$ cat src/rtl/rua_pkg.sv
package rua_pkg;
   typedef enum logic [1:0] {
      RC_INT  = 2'd0,
      RC_FP   = 2'd1,
      RC_CTRL = 2'd2
   } reg_class_e;
endpackage

$ cat src/rtl/rua_reg_decode.sv
module rua_reg_decode #(
   parameter int REG_W     = 7,
   parameter int FP_BASE   = 32,
   parameter int CTRL_BASE = 64
) (
   input  logic [REG_W-1:0]   reg_idx,
   output rua_pkg::reg_class_e cls,
   output logic [REG_W-1:0]   off
);
   localparam logic [REG_W-1:0] FP_B   = REG_W'(FP_BASE);
   localparam logic [REG_W-1:0] CTRL_B = REG_W'(CTRL_BASE);

   always_comb begin
      if (reg_idx < FP_B) begin
         cls = rua_pkg::RC_INT;
         off = reg_idx;
      end else if (reg_idx < CTRL_B) begin
         cls = rua_pkg::RC_FP;
         off = reg_idx - FP_B;
      end else begin
         cls = rua_pkg::RC_CTRL;
         off = reg_idx - CTRL_B;
      end
   end

   // p_class_range_r8: the offset never exceeds the original index
   always_comb begin
      p_class_range_r8: assert (off <= reg_idx);
   end
endmodule

$ cat src/rtl/rua_thread_state.sv
module rua_thread_state #(
   parameter int SEQ_W = 16
) (
   input  logic             clk,
   input  logic             rst_n,
   input  logic [SEQ_W-1:0] seq_in,
   input  logic             ns_set,
   input  logic             ns_clr,
   input  logic             rd_hold,
   input  logic             rd_release,
   input  logic             wr_hold,
   input  logic             wr_release,
   input  logic             sq_en,
   input  logic [SEQ_W-1:0] sq_seq,
   output logic             ns_active,
   output logic [SEQ_W-1:0] ns_seq,
   output logic [SEQ_W-1:0] rd_oldest
);
   localparam logic [SEQ_W-1:0] SEQ_NONE = '1;

   logic [SEQ_W-1:0] wr_oldest;
   logic [SEQ_W-1:0] rd_nx, wr_nx;

   always_comb begin
      rd_nx = rd_oldest;
      if (rd_release)   rd_nx = SEQ_NONE;
      else if (rd_hold) rd_nx = seq_in;
      if (sq_en && rd_nx >= sq_seq) rd_nx = SEQ_NONE;

      wr_nx = wr_oldest;
      if (wr_release)   wr_nx = SEQ_NONE;
      else if (wr_hold) wr_nx = seq_in;
      if (sq_en && wr_nx >= sq_seq) wr_nx = SEQ_NONE;
   end

   always_ff @(posedge clk or negedge rst_n) begin
      if (!rst_n) begin
         rd_oldest <= SEQ_NONE;
         wr_oldest <= SEQ_NONE;
         ns_active <= 1'b0;
         ns_seq    <= SEQ_NONE;
      end else begin
         rd_oldest <= rd_nx;
         wr_oldest <= wr_nx;
         if (ns_set) begin
            ns_active <= 1'b1;
            ns_seq    <= seq_in;
         end else if (ns_clr) begin
            ns_active <= 1'b0;
         end
      end
   end

   p_rd_release_r6: assert property (@(posedge clk) disable iff (!rst_n)
      rd_release |=> rd_oldest == SEQ_NONE);
   p_wr_release_r7: assert property (@(posedge clk) disable iff (!rst_n)
      wr_release |=> wr_oldest == SEQ_NONE);
   p_wr_hold_r7: assert property (@(posedge clk) disable iff (!rst_n)
      (wr_hold && !sq_en) |=> wr_oldest == $past(seq_in));
   p_sq_rd_r9: assert property (@(posedge clk) disable iff (!rst_n)
      sq_en |=> (rd_oldest == SEQ_NONE || rd_oldest < $past(sq_seq)));
   p_sq_wr_r9: assert property (@(posedge clk) disable iff (!rst_n)
      sq_en |=> (wr_oldest == SEQ_NONE || wr_oldest < $past(sq_seq)));
   p_ns_set_r3: assert property (@(posedge clk) disable iff (!rst_n)
      ns_set |=> (ns_active && ns_seq == $past(seq_in)));
   p_ns_clr_r3: assert property (@(posedge clk) disable iff (!rst_n)
      (ns_clr && !ns_set) |=> !ns_active);
endmodule

$ cat src/rtl/rua_sat_counter.sv
module rua_sat_counter #(
   parameter int W = 32
) (
   input  logic         clk,
   input  logic         rst_n,
   input  logic         inc,
   output logic [W-1:0] count
);
   localparam logic [W-1:0] TOP = '1;

   always_ff @(posedge clk or negedge rst_n) begin
      if (!rst_n)                   count <= '0;
      else if (inc && count != TOP) count <= count + 1'b1;
   end

   p_no_overflow_r10: assert property (@(posedge clk) disable iff (!rst_n)
      count == TOP |=> count == TOP);
   p_step_r10: assert property (@(posedge clk) disable iff (!rst_n)
      (inc && count != TOP) |=> count == $past(count) + 1'b1);
   p_hold_r10: assert property (@(posedge clk) disable iff (!rst_n)
      !inc |=> $stable(count));
endmodule

$ cat src/rtl/rua_usedef_ctrl.sv
module rua_usedef_ctrl #(
   parameter int NUM_THREADS = 2,
   parameter int SEQ_W       = 16,
   parameter int REG_W       = 7,
   parameter int DATA_W      = 32,
   parameter int FP_BASE     = 32,
   parameter int CTRL_BASE   = 64,
   parameter int CNT_W       = 32,
   localparam int TID_W      = (NUM_THREADS > 1) ? $clog2(NUM_THREADS) : 1
) (
   input  logic              clk,
   input  logic              rst_n,
   input  logic              req_valid,
   input  logic [TID_W-1:0]  req_tid,
   input  logic [SEQ_W-1:0]  req_seq,
   input  logic              req_is_write,
   input  logic [REG_W-1:0]  req_reg,
   input  logic              req_nonspec,
   input  logic [DATA_W-1:0] req_wdata,
   output logic              rsp_done,
   output logic              rsp_retry,
   output logic [DATA_W-1:0] rsp_rdata,
   input  logic              dep_can_read,
   input  logic              dep_can_fwd,
   input  logic [DATA_W-1:0] dep_fwd_data,
   input  logic              dep_can_write,
   output logic              dep_rm_en,
   output logic [REG_W-1:0]  dep_rm_reg,
   output logic [1:0]        rf_sel_class,
   output logic [REG_W-1:0]  rf_sel_idx,
   output logic              rf_rd_en,
   input  logic [DATA_W-1:0] rf_rd_data,
   output logic              rf_wr_en,
   output logic [DATA_W-1:0] rf_wr_data,
   input  logic              ns_clr_valid,
   input  logic [TID_W-1:0]  ns_clr_tid,
   input  logic              sq_valid,
   input  logic [TID_W-1:0]  sq_tid,
   input  logic [SEQ_W-1:0]  sq_seq,
   output logic [CNT_W-1:0]  cnt_rd,
   output logic [CNT_W-1:0]  cnt_fwd,
   output logic [CNT_W-1:0]  cnt_wr,
   output logic [CNT_W:0]    cnt_total
);
   localparam int NUM_CNT = 3;
   localparam int CI_RD   = 0;
   localparam int CI_FWD  = 1;
   localparam int CI_WR   = 2;

   // elaboration-time parameter checks
   if (NUM_THREADS < 1)                     $error("NUM_THREADS must be at least 1");
   if (SEQ_W < 2)                           $error("SEQ_W must be at least 2");
   if (FP_BASE < 1 || CTRL_BASE <= FP_BASE) $error("need 0 < FP_BASE < CTRL_BASE");
   if (CTRL_BASE >= (1 << REG_W))           $error("CTRL_BASE must fit in REG_W");
   if (CNT_W < 1 || DATA_W < 1)             $error("widths must be positive");

   // per-thread state, flattened for selection by thread id
   logic [NUM_THREADS-1:0] ns_act_v;
   logic [SEQ_W-1:0]       ns_seq_v  [NUM_THREADS];
   logic [SEQ_W-1:0]       rd_old_v  [NUM_THREADS];

   logic             sel_ns_act;
   logic [SEQ_W-1:0] sel_ns_seq, sel_rd_old;

   always_comb begin
      sel_ns_act = 1'b0;
      sel_ns_seq = '1;
      sel_rd_old = '1;
      for (int t = 0; t < NUM_THREADS; t++) begin
         if (req_tid == TID_W'(t)) begin
            sel_ns_act = ns_act_v[t];
            sel_ns_seq = ns_seq_v[t];
            sel_rd_old = rd_old_v[t];
         end
      end
   end

   // request classification
   logic dropped, live, barred, passed, in_order;
   logic rd_file, rd_fwd, rd_block, wr_ok, wr_block;

   always_comb begin
      dropped  = req_valid && sq_valid && (sq_tid == req_tid) && (req_seq > sq_seq);
      live     = req_valid && !dropped;
      barred   = sel_ns_act && (req_seq > sel_ns_seq);
      passed   = live && !barred;
      in_order = req_seq <= sel_rd_old;
      rd_file  = passed && !req_is_write && dep_can_read && in_order;
      rd_fwd   = passed && !req_is_write && !dep_can_read && dep_can_fwd && in_order;
      rd_block = passed && !req_is_write && !dep_can_read && !dep_can_fwd;
      wr_ok    = passed && req_is_write && dep_can_write && in_order;
      wr_block = passed && req_is_write && !dep_can_write;
   end

   assign rsp_done  = rd_file || rd_fwd || wr_ok;
   assign rsp_retry = live && !rsp_done;

   always_comb begin
      if (rd_fwd)       rsp_rdata = dep_fwd_data;
      else if (rd_file) rsp_rdata = rf_rd_data;
      else              rsp_rdata = '0;
   end

   // class decode shared by both directions
   rua_pkg::reg_class_e dec_cls;
   logic [REG_W-1:0]    dec_off;

   rua_reg_decode #(
      .REG_W     (REG_W),
      .FP_BASE   (FP_BASE),
      .CTRL_BASE (CTRL_BASE)
   ) u_decode (
      .reg_idx (req_reg),
      .cls     (dec_cls),
      .off     (dec_off)
   );

   assign rf_sel_class = dec_cls;
   assign rf_sel_idx   = dec_off;
   assign rf_rd_en     = rd_file;
   assign rf_wr_en     = wr_ok;
   assign rf_wr_data   = req_wdata;
   assign dep_rm_en    = wr_ok;
   assign dep_rm_reg   = req_reg;

   // one state slice per thread
   for (genvar t = 0; t < NUM_THREADS; t++) begin : g_thr
      logic mine;
      assign mine = (req_tid == TID_W'(t));

      rua_thread_state #(
         .SEQ_W (SEQ_W)
      ) u_state (
         .clk        (clk),
         .rst_n      (rst_n),
         .seq_in     (req_seq),
         .ns_set     (mine && passed && req_nonspec),
         .ns_clr     (ns_clr_valid && ns_clr_tid == TID_W'(t)),
         .rd_hold    (mine && rd_block),
         .rd_release (mine && (rd_file || rd_fwd)),
         .wr_hold    (mine && wr_block),
         .wr_release (mine && wr_ok),
         .sq_en      (sq_valid && sq_tid == TID_W'(t)),
         .sq_seq     (sq_seq),
         .ns_active  (ns_act_v[t]),
         .ns_seq     (ns_seq_v[t]),
         .rd_oldest  (rd_old_v[t])
      );
   end

   // access counters
   logic [NUM_CNT-1:0] cnt_inc;
   logic [CNT_W-1:0]   cnt_val [NUM_CNT];

   assign cnt_inc[CI_RD]  = rd_file;
   assign cnt_inc[CI_FWD] = rd_fwd;
   assign cnt_inc[CI_WR]  = wr_ok;

   for (genvar c = 0; c < NUM_CNT; c++) begin : g_cnt
      rua_sat_counter #(
         .W (CNT_W)
      ) u_cnt (
         .clk   (clk),
         .rst_n (rst_n),
         .inc   (cnt_inc[c]),
         .count (cnt_val[c])
      );
   end

   assign cnt_rd    = cnt_val[CI_RD];
   assign cnt_fwd   = cnt_val[CI_FWD];
   assign cnt_wr    = cnt_val[CI_WR];
   assign cnt_total = {1'b0, cnt_rd} + {1'b0, cnt_wr};

   // ordering and port-level checks
   p_barrier_r2: assert property (@(posedge clk) disable iff (!rst_n)
      rsp_done |-> !(sel_ns_act && req_seq > sel_ns_seq));
   p_order_r6: assert property (@(posedge clk) disable iff (!rst_n)
      rsp_done |-> req_seq <= sel_rd_old);
   p_one_strobe_r4: assert property (@(posedge clk) disable iff (!rst_n)
      !(rf_rd_en && rf_wr_en));
   p_fwd_no_file_r5: assert property (@(posedge clk) disable iff (!rst_n)
      (rsp_done && !req_is_write && !dep_can_read) |-> !rf_rd_en);
   p_remove_with_write_r7: assert property (@(posedge clk) disable iff (!rst_n)
      dep_rm_en |-> (rf_wr_en && rsp_done && req_is_write));
   p_squash_silent_r9: assert property (@(posedge clk) disable iff (!rst_n)
      (req_valid && sq_valid && sq_tid == req_tid && req_seq > sq_seq)
         |-> !(rsp_done || rsp_retry || rf_rd_en || rf_wr_en));
   p_total_r10: assert property (@(posedge clk) disable iff (!rst_n)
      cnt_total == CNT_W'(cnt_rd) + (CNT_W+1)'(cnt_wr));
endmodule

$ cat config.mk
export PLATFORM = sky130hd
export DESIGN_NAME = rua_usedef_ctrl
export DESIGN_NICKNAME = d
export VERILOG_FILES = /design/src/rtl/rua_pkg.sv /design/src/rtl/rua_reg_decode.sv /design/src/rtl/rua_thread_state.sv /design/src/rtl/rua_sat_counter.sv /design/src/rtl/rua_usedef_ctrl.sv
export SDC_FILE = /design/constraint.sdc
export NUM_CORES = 1
export LEC_CHECK = 0
export BUFFER_PORTS_ARGS = -buffer_cell sky130_fd_sc_hd__buf_4
export CAP_MARGIN = 20
export CORE_MARGIN = 8
export CORE_UTILIZATION = 51
export DETAILED_ROUTE_END_ITERATION = 10
export PLACE_DENSITY = 0.76
export SYNTH_ARGS = -nofsm -noshare
export SYNTH_HDL_FRONTEND = slang
export SYNTH_SLANG_ARGS = --single-unit
$ cat constraint.sdc
create_clock -name clk -period 7.1 [get_ports clk]
set_input_delay 1.065 -clock clk [delete_from_list [all_inputs] [get_ports clk]]
set_output_delay 1.065 -clock clk [all_outputs]
set_load 0.02 [all_outputs]
==> results by group, run 1 <==
CTS
  – CTS sink cnt: 162
  – Clock transition at path regs: 0.07 ns
  – Post-CTS Resized: 0
  – Total clock buffers created by CTS: 17
  – Post-CTS repair timing setup buffer count: 0
  – CTS hold repair buffers: 0
  – H-tree levels: 4
  – CTS Root Cell: clkbuf_16
  – Clock Latency Late Sink: 0.43 ns
  – CTS tree: done
  – Maximum buffer depth of the clock tree: 2

Place
  – Placed Cells incl. Taps: 1679
  – I/O Buffers: 281
  – Dpl hpwl: between 20 and 30 mm
  – RePlAce Congestion: 0.8835

Timing
  – Final Hold Vio Count: 0
  – Max Slew Vio Count: 0
  – WHS: 0.4822 ns
  – Peak Freq: 0.1629 GHz
  – Setup violations, final: 0
  – Slew HR: 36.48%
  – Final Cycle Share: between 80% and 90%
  – Setup repair after global routing missed its margin: no
  – Minimum clock period: ~6 ns
  – Worst-Margin Slew: 0.9518 ns
  – Worst Skew: 0.01433 ns
  – Fin Setup TNS: 0 ns

Pwr
  – LEAKAGE: 7.200 nW
  – Total power: 3.157 mW
  – VDD IR max: 171.4 uV
  – PwrDens: 220.5 mW/mm^2

Worst setup path
  – Most frequent CP cell: buf_4
  – Worst-path cell chain: buf_4, mux2i_1, ha_1, nand4_1, or3_1, o21ai_1, nor2_1, nand2_1, o211a_1, nand2_1, nor3_4, buf_4, a22o_1, buf_4
  – Critical Path Sink Type: output port
  – Worst path arrival time: 5.07 ns
  – Crit Path Max Fanout: 40
  – WS Path Type: input port to output port
  – R2r endpoint: g_thr[0].u_state.rd_oldest[4]
  – Delay-heaviest family, CP: simple AND/OR/NAND/NOR gates
  – Crit path largest cell delay: 0.52 ns
  – Critical Path RT: about 6.0 ns
  – Buf+Inv Stages, Crit Path: 3
  – R2R Setup Slk: around 1.9 ns
  – R2R cell count: 21
  – Crit-path slowest cell: buf_4
  – CP startpoint kind: input port
  – R2r startpoint: g_thr[1].u_state.ns_seq[9]

Final layout
  – Fin nets: ~1700
  – Share of cells above drive strength 1: between 30 and 40%
  – Layout Cells excl Fill: 1711
  – Area Growth Syn to Fin: 22.10%
  – Diode count: 0

Routing
  – DR vias/cell: 5.852
  – Drc violations: 0
  – Initial DRT Pass Iterations: 5
  – Routed Wire Length: roughly 36 mm
  – Via count: 10012
  – Post-route ant nets: 0
  – Detailed Route Iter0 Violations: 820
  – DR WL/cell: 20.82 um

Flow run
  – Max cap viols: 0

Global routing
  – Global Route Usage Sum: 24.92%
  – Largest net degree at the start of global routing: 97
  – Gr ovfl total: 0
  – Vias in the first global route: 9954
  – First-pass GRT wire length: 56.26 mm
  – Antenna violations before repair: 1

Hold path
  – Worst min-delay path startpoint: g_thr[1].u_state.ns_active
  – Hold depth: 2
  – WHS Endpoint: g_thr[1].u_state.ns_active
  – Worst Hold Class: register to register

Logic synthesis
  – Netlist Area Pre-Place: ~0.012 mm^2
  – Post-synthesis sequential area ratio: 35.24%
  – Synth Flop Type: dfrtp_1
  – Fraction of synthesis flops using an asynchronous set or reset pin: 100.0%
  – EDFF count, synth: 0
  – Post-Syn Instances: 1189
  – Mapped Nets: roughly 1500
  – Synth warn: 0
  – Yosys reg bits: 162
  – Syn Area/Cell: 9.865 um^2
  – Synth unique cells: 72

Run status
  – Outcome: finished, final reports clean

Die
  – Initial Utilization: slightly above 50%
  – Die Y: 167.7 um
  – Die width: roughly 170 um
  – Num ports: ~360
  – Core Box Area: 0.02264 mm^2
  – FP Rows: between 50 and 60
  – Die area: 0.02811 mm^2
==> synthesized netlist by cell type, drive strengths merged, types with 7 or more instances <==
| master | instances | area share, % |
|---|---|---|
| dfstp | 64 | 14 |
| clkbuf | 9 | 0.29 |
| nand2b | 11 | 0.59 |
| a21o | 47 | 3.0 |
| and3 | 23 | 1.2 |
| xnor2 | 101 | 7.5 |
| nand4 | 58 | 3.1 |
| o21a | 13 | 0.83 |
| nor2 | 33 | 1.1 |
| a22o | 32 | 2.4 |
| nand3 | 51 | 2.3 |
| and2 | 14 | 0.78 |
| mux2 | 37 | 3.6 |
| nand2 | 121 | 3.9 |
| mux2i | 62 | 5.3 |
| o21ai | 26 | 1.1 |
| dfrtp | 98 | 21 |
| and4 | 8 | 0.64 |
| inv | 34 | 1.1 |
| nor2b | 11 | 0.59 |
| xor2 | 21 | 1.6 |
| buf | 74 | 4.2 |
| ha | 115 | 12 |
| nor4 | 7 | 0.50 |
| a21oi | 48 | 2.0 |
| nor3 | 22 | 1.1 |
==> cell families after synthesis <==
family / Yosys count / share of synthesized area (%)
AO/OA/AOI/OAI: 197 / 11.78
buffers and inverters: 118 / 5.717
other: 1 / 0.03197
adder cells (fa/ha/maj): 116 / 12.44
XOR/XNOR: 122 / 9.109
AND/OR/NAND/NOR: 374 / 16.84
flip-flops: 162 / 35.24
multiplexers: 99 / 8.843
==> worst register-to-register path, stage by stage (launching register included) <==
cell and delay [ns]:
dfstp_2 0.54, mux2i_1 0.07, ha_1 0.34, nand4_1 0.13, or3_1 0.39, o21ai_1 0.30, nor2_1 0.07, nand2_1 0.14
o211a_1 0.33, nand3b_1 0.31, mux2i_1 0.28, and2_1 0.16, ha_1 0.21, nand2b_1 0.14, a21o_1 0.17, a21o_1 0.17
a21oi_1 0.14, o21ai_0 0.11, a21o_1 0.19, a221oi_1 0.29, o211a_1 0.52, nand2_1 0.13
==> sequential cells by signal (all words and copies together) (netlist names) <==
name / cells
g_cnt.u_cnt.count: 96
g_thr.u_state.rd_oldest: 32
g_thr.u_state.ns_seq: 32
g_thr.u_state.ns_active: 2
==> report_power, final <==
group / leakage [nW] / switching (mW) / internal, mW
clock network: 0.286 / 0.422 / 0.500
registers: 2.00 / 0.115 / 1.11
logic: 4.91 / 0.560 / 0.450
==> worst max-delay path by stage <==
stage,start,end,cells after the start
floorplan,req_tid,g_thr[0].u_state.rd_oldest[10],26
global placement,req_tid,g_thr[0].u_state.rd_oldest[0],22
detailed placement,req_tid,g_thr[0].u_state.rd_oldest[4],22
CTS,req_tid,rsp_rdata[0],14
global route,req_tid,rsp_rdata[0],14
finish,req_tid,rsp_rdata[0],14
==> layer usage <==
metal  part of all wire, %  wire length [um]  track usage, %  vias up
met1                    41             14790           30.38     4881
met5                 0.036                13               0        -
met3                   6.0              2123           4.914       54
li1                      -                 -               -     4716
met2                    51             18030           44.10      359
met4                   1.9               682           6.793        2
==> placed cells by master, fill, tap and decap left out, types with 12 or more instances in the layout <==
master | netlist | layout
dfstp_2 | 64 | 64
nor3_1 | 19 | 18
mux2i_1 | 62 | 62
o21ai_0 | 23 | 23
dfrtp_1 | 98 | 98
buf_4 | 51 | 288
o21a_1 | 13 | 13
a21oi_1 | 48 | 48
and3_1 | 23 | 23
xor2_1 | 21 | 21
inv_1 | 33 | 33
nand4_1 | 58 | 58
ha_1 | 115 | 115
clkbuf_16 | 0 | 17
xnor2_1 | 101 | 101
a22o_1 | 32 | 32
nand3_1 | 49 | 49
mux2_2 | 35 | 35
and2_1 | 12 | 12
nor2_1 | 33 | 33
nand2_1 | 121 | 121
a21o_1 | 47 | 47
==> cell type report <==
class / count / area [um^2]
fill: 1849 / 8318
multi-input combinational: 909 / 6937
sequential: 162 / 4134
timing repair buffer: 289 / 2173
clock buffer: 17 / 425.4
tap: 285 / 356.6
clock inverter: 15 / 168.9
inverter: 34 / 127.6
==> through the flow <==
stage                     setup WS, ns  utilization (%)  area, um^2
after floorplan                  1.033                -       11730
after CTS                        1.020            63.26       14320
after detailed placement        0.6775            60.64       13730
after global placement          0.9165            60.64       13730
final                           0.9616            63.26       14320
after global routing            0.7239            63.26       14320
No activity file was read; power rests on OpenSTA's default activity.
==> run 2: changes to the inputs <==
CORE_UTILIZATION = 55   (was 51)
PLACE_DENSITY = 0.81   (was 0.76)
==> run 2 against run 1 <==
Die area decreased by 6.6%. Flip-flop and latch count unchanged. Via count increased by 0.32%. Critical path depth unchanged. Global-route usage increased by 1.8 points. Critical path type unchanged.
==> results by group, run 2 (same netlist as run 1, synthesis figures left out) <==
Run status
  – Outcome: finished, final reports clean

Timing
  – Final Hold Vio Count: 0 (unchanged)
  – Max Slew Vio Count: 0 (unchanged)
  – Worst-Margin Slew: 0.9914 ns (+0.03956 ns)
  – Peak Freq: 0.1606 GHz (-1.4%)
  – Worst Skew: 0.01246 ns (-0.001864 ns)
  – Setup repair after global routing missed its margin: no
  – Minimum clock period: 6.227 ns (+0.08862 ns)
  – WHS: 0.4765 ns (-0.005705 ns)
  – Final Cycle Share: 87.70% (+1.2 points)
  – Fin Setup TNS: 0 ns (unchanged)
  – Setup violations, final: 0 (unchanged)
  – Slew HR: 33.91% (-2.6 points)

Final layout
  – Share of cells above drive strength 1: 30.93% (unchanged)
  – Area Growth Syn to Fin: 22.10% (unchanged)
  – Final Cell Area: 0.01432 mm^2 (unchanged)
  – Most frequent cells in the layout: buf_4, nand2_1, ha_1, xnor2_1, dfrtp_1
  – Fin nets: 1677 (unchanged)
  – Most flop-heavy register: g_cnt.u_cnt.count
  – Largest regs: g_cnt.u_cnt.count (96), g_thr.u_state.ns_seq (32), g_thr.u_state.rd_oldest (32)
  – Commonest non-fill, non-tap cell in the layout: buf_4
  – Max reg flops: 96 (unchanged)

Pwr
  – PwrDens: 221.4 mW/mm^2 (+0.43%)
  – VDD IR max: 177.4 uV (+3.5%)
  – Total power: 3.171 mW (+0.43%)
  – LEAKAGE: 7.207 nW (about the same)

Place
  – I/O Buffers: 281 (unchanged)
  – RePlAce Congestion: 0.9339 (+5.7%)
  – Dpl hpwl: 28.78 mm (+2.1%)
  – DP Area: 0.01372 mm^2 (about the same)

CTS
  – CTS tree: done
  – Post-CTS Resized: 0 (unchanged)
  – Post-CTS repair timing setup buffer count: 0 (unchanged)
  – Total clock buffers created by CTS: 17 (unchanged)
  – Clock Latency Late Sink: 0.43 ns (about the same)
  – CTS hold repair buffers: 0 (unchanged)
  – Maximum buffer depth of the clock tree: 2 (unchanged)
  – Clock transition at path regs: 0.06 ns (about the same)
  – CTS Root Cell: clkbuf_16
  – H-tree levels: 4 (unchanged)
  – CTS sink cnt: 162 (unchanged)

Global routing
  – Gr ovfl total: 0 (unchanged)
  – First-pass GRT wire length: 55.62 mm (-1.1%)
  – Global Route Usage Sum: 26.74% (+1.8 points)
  – Vias in the first global route: 9920 (-0.34%)
  – Antenna violations before repair: 3 (+2)
  – Largest net degree at the start of global routing: 110 (+13%)

Worst setup path
  – Worst path arrival time: 5.16 ns (+0.09 ns)
  – WS Path Type: input port to output port
  – R2R cell count: 21 (unchanged)
  – Critical Path Sink Type: output port
  – Crit Path Max Fanout: 40 (unchanged)
  – CP startpoint kind: input port
  – Critical Path RT: 6.03 ns (about the same)

Routing
  – Detailed Route Iter0 Violations: 592 (-28%)
  – Via count: 10044 (+0.32%)
  – Routed Wire Length: 36.16 mm (+1.5%)
  – Initial DRT Pass Iterations: 5 (unchanged)
  – Post-route ant nets: 0 (unchanged)
  – DR WL/cell: 21.22 um (+1.9%)
  – Drc violations: 0 (unchanged)
  – DR vias/cell: 5.894 (+0.73%)

Die
  – Die Y: 162.0 um (-3.3%)
  – Die width: 162.0 um (-3.3%)
  – Initial Utilization: 55.98% (+4.2 points)
  – Die area: 0.02626 mm^2 (-6.6%)
  – Num ports: 362 (unchanged)
  – Core Box Area: 0.02096 mm^2 (-7.4%)
  – FP Rows: 53 (-3.6%)

Flow run
  – Max cap viols: 0 (unchanged)

Hold path
  – Worst Hold Class: register to register
  – Hold depth: 2 (unchanged)
[run 2: cell count changes in the layout (fill, tap and decap cells not counted), sizes merged]
cell,before,now
clkinvlp,2,1
diode,0,3
bufinv,1,2
[run 2: layout make-up]
type                            count  area (um^2)
Multi-Input combinational cell    909         6937
Inverter                           34        127.6
Clock inverter                     15        173.9
Sequential cell                   162         4134
Fill cell                        1613         6633
Antenna cell                        3        7.507
Tap cell                          275        344.1
Timing Repair Buffer              289         2173
Clock buffer                       17        425.4
[run 2: path summary, 6_finish.rpt]
kind | start | end | slack, ns
worst max-delay path | req_tid | rsp_rdata[0] | 0.87
worst min register to register | g_thr[1].u_state.ns_active | g_thr[1].u_state.ns_active | 0.48
worst min-delay path | g_thr[1].u_state.ns_active | g_thr[1].u_state.ns_active | 0.48
worst max register to register | g_thr[1].u_state.ns_seq[10] | g_thr[0].u_state.rd_oldest[1] | 1.73
max in group asynchronous | rst_n | g_cnt[0].u_cnt.count[1] | 5.08
min in group asynchronous | rst_n | g_cnt[1].u_cnt.count[4] | 0.78
[run 2: per-stage QoR]
stage | setup WS (ns) | cells | utilization (%)
global route | 0.6872 | 1704 | 68.35
CTS | 0.8962 | 1701 | 68.31
floorplan | 1.033 | 1189 | -
detailed placement | 0.6339 | 1669 | 65.45
finish | 0.8730 | 1704 | 68.35
global placement | 0.7803 | 1669 | 65.45
[run 2: layer usage]
metal	track usage, %	wire [um]
met1	32.88	14910
met3	6.378	2715
met5	0	0
met4	9.975	805
met2	44.83	17730
[run 2: worst max-delay path, cell delays in order]
cell and delay [ns]:
buf_4 0.51, mux2i_1 0.19, ha_1 0.33, nand4_1 0.17
or3_1 0.41, o21ai_1 0.32, nor2_1 0.07, nand2_1 0.13
o211a_1 0.34, nand2_1 0.46, nor3_4 0.27, buf_4 0.34
a22o_1 0.31, buf_4 0.19
[run 2: report_power, final]
part,internal [mW],switching [mW],total [mW]
registers,1.11,0.112,1.22
clock network,0.529,0.404,0.933
logic,0.448,0.567,1.02
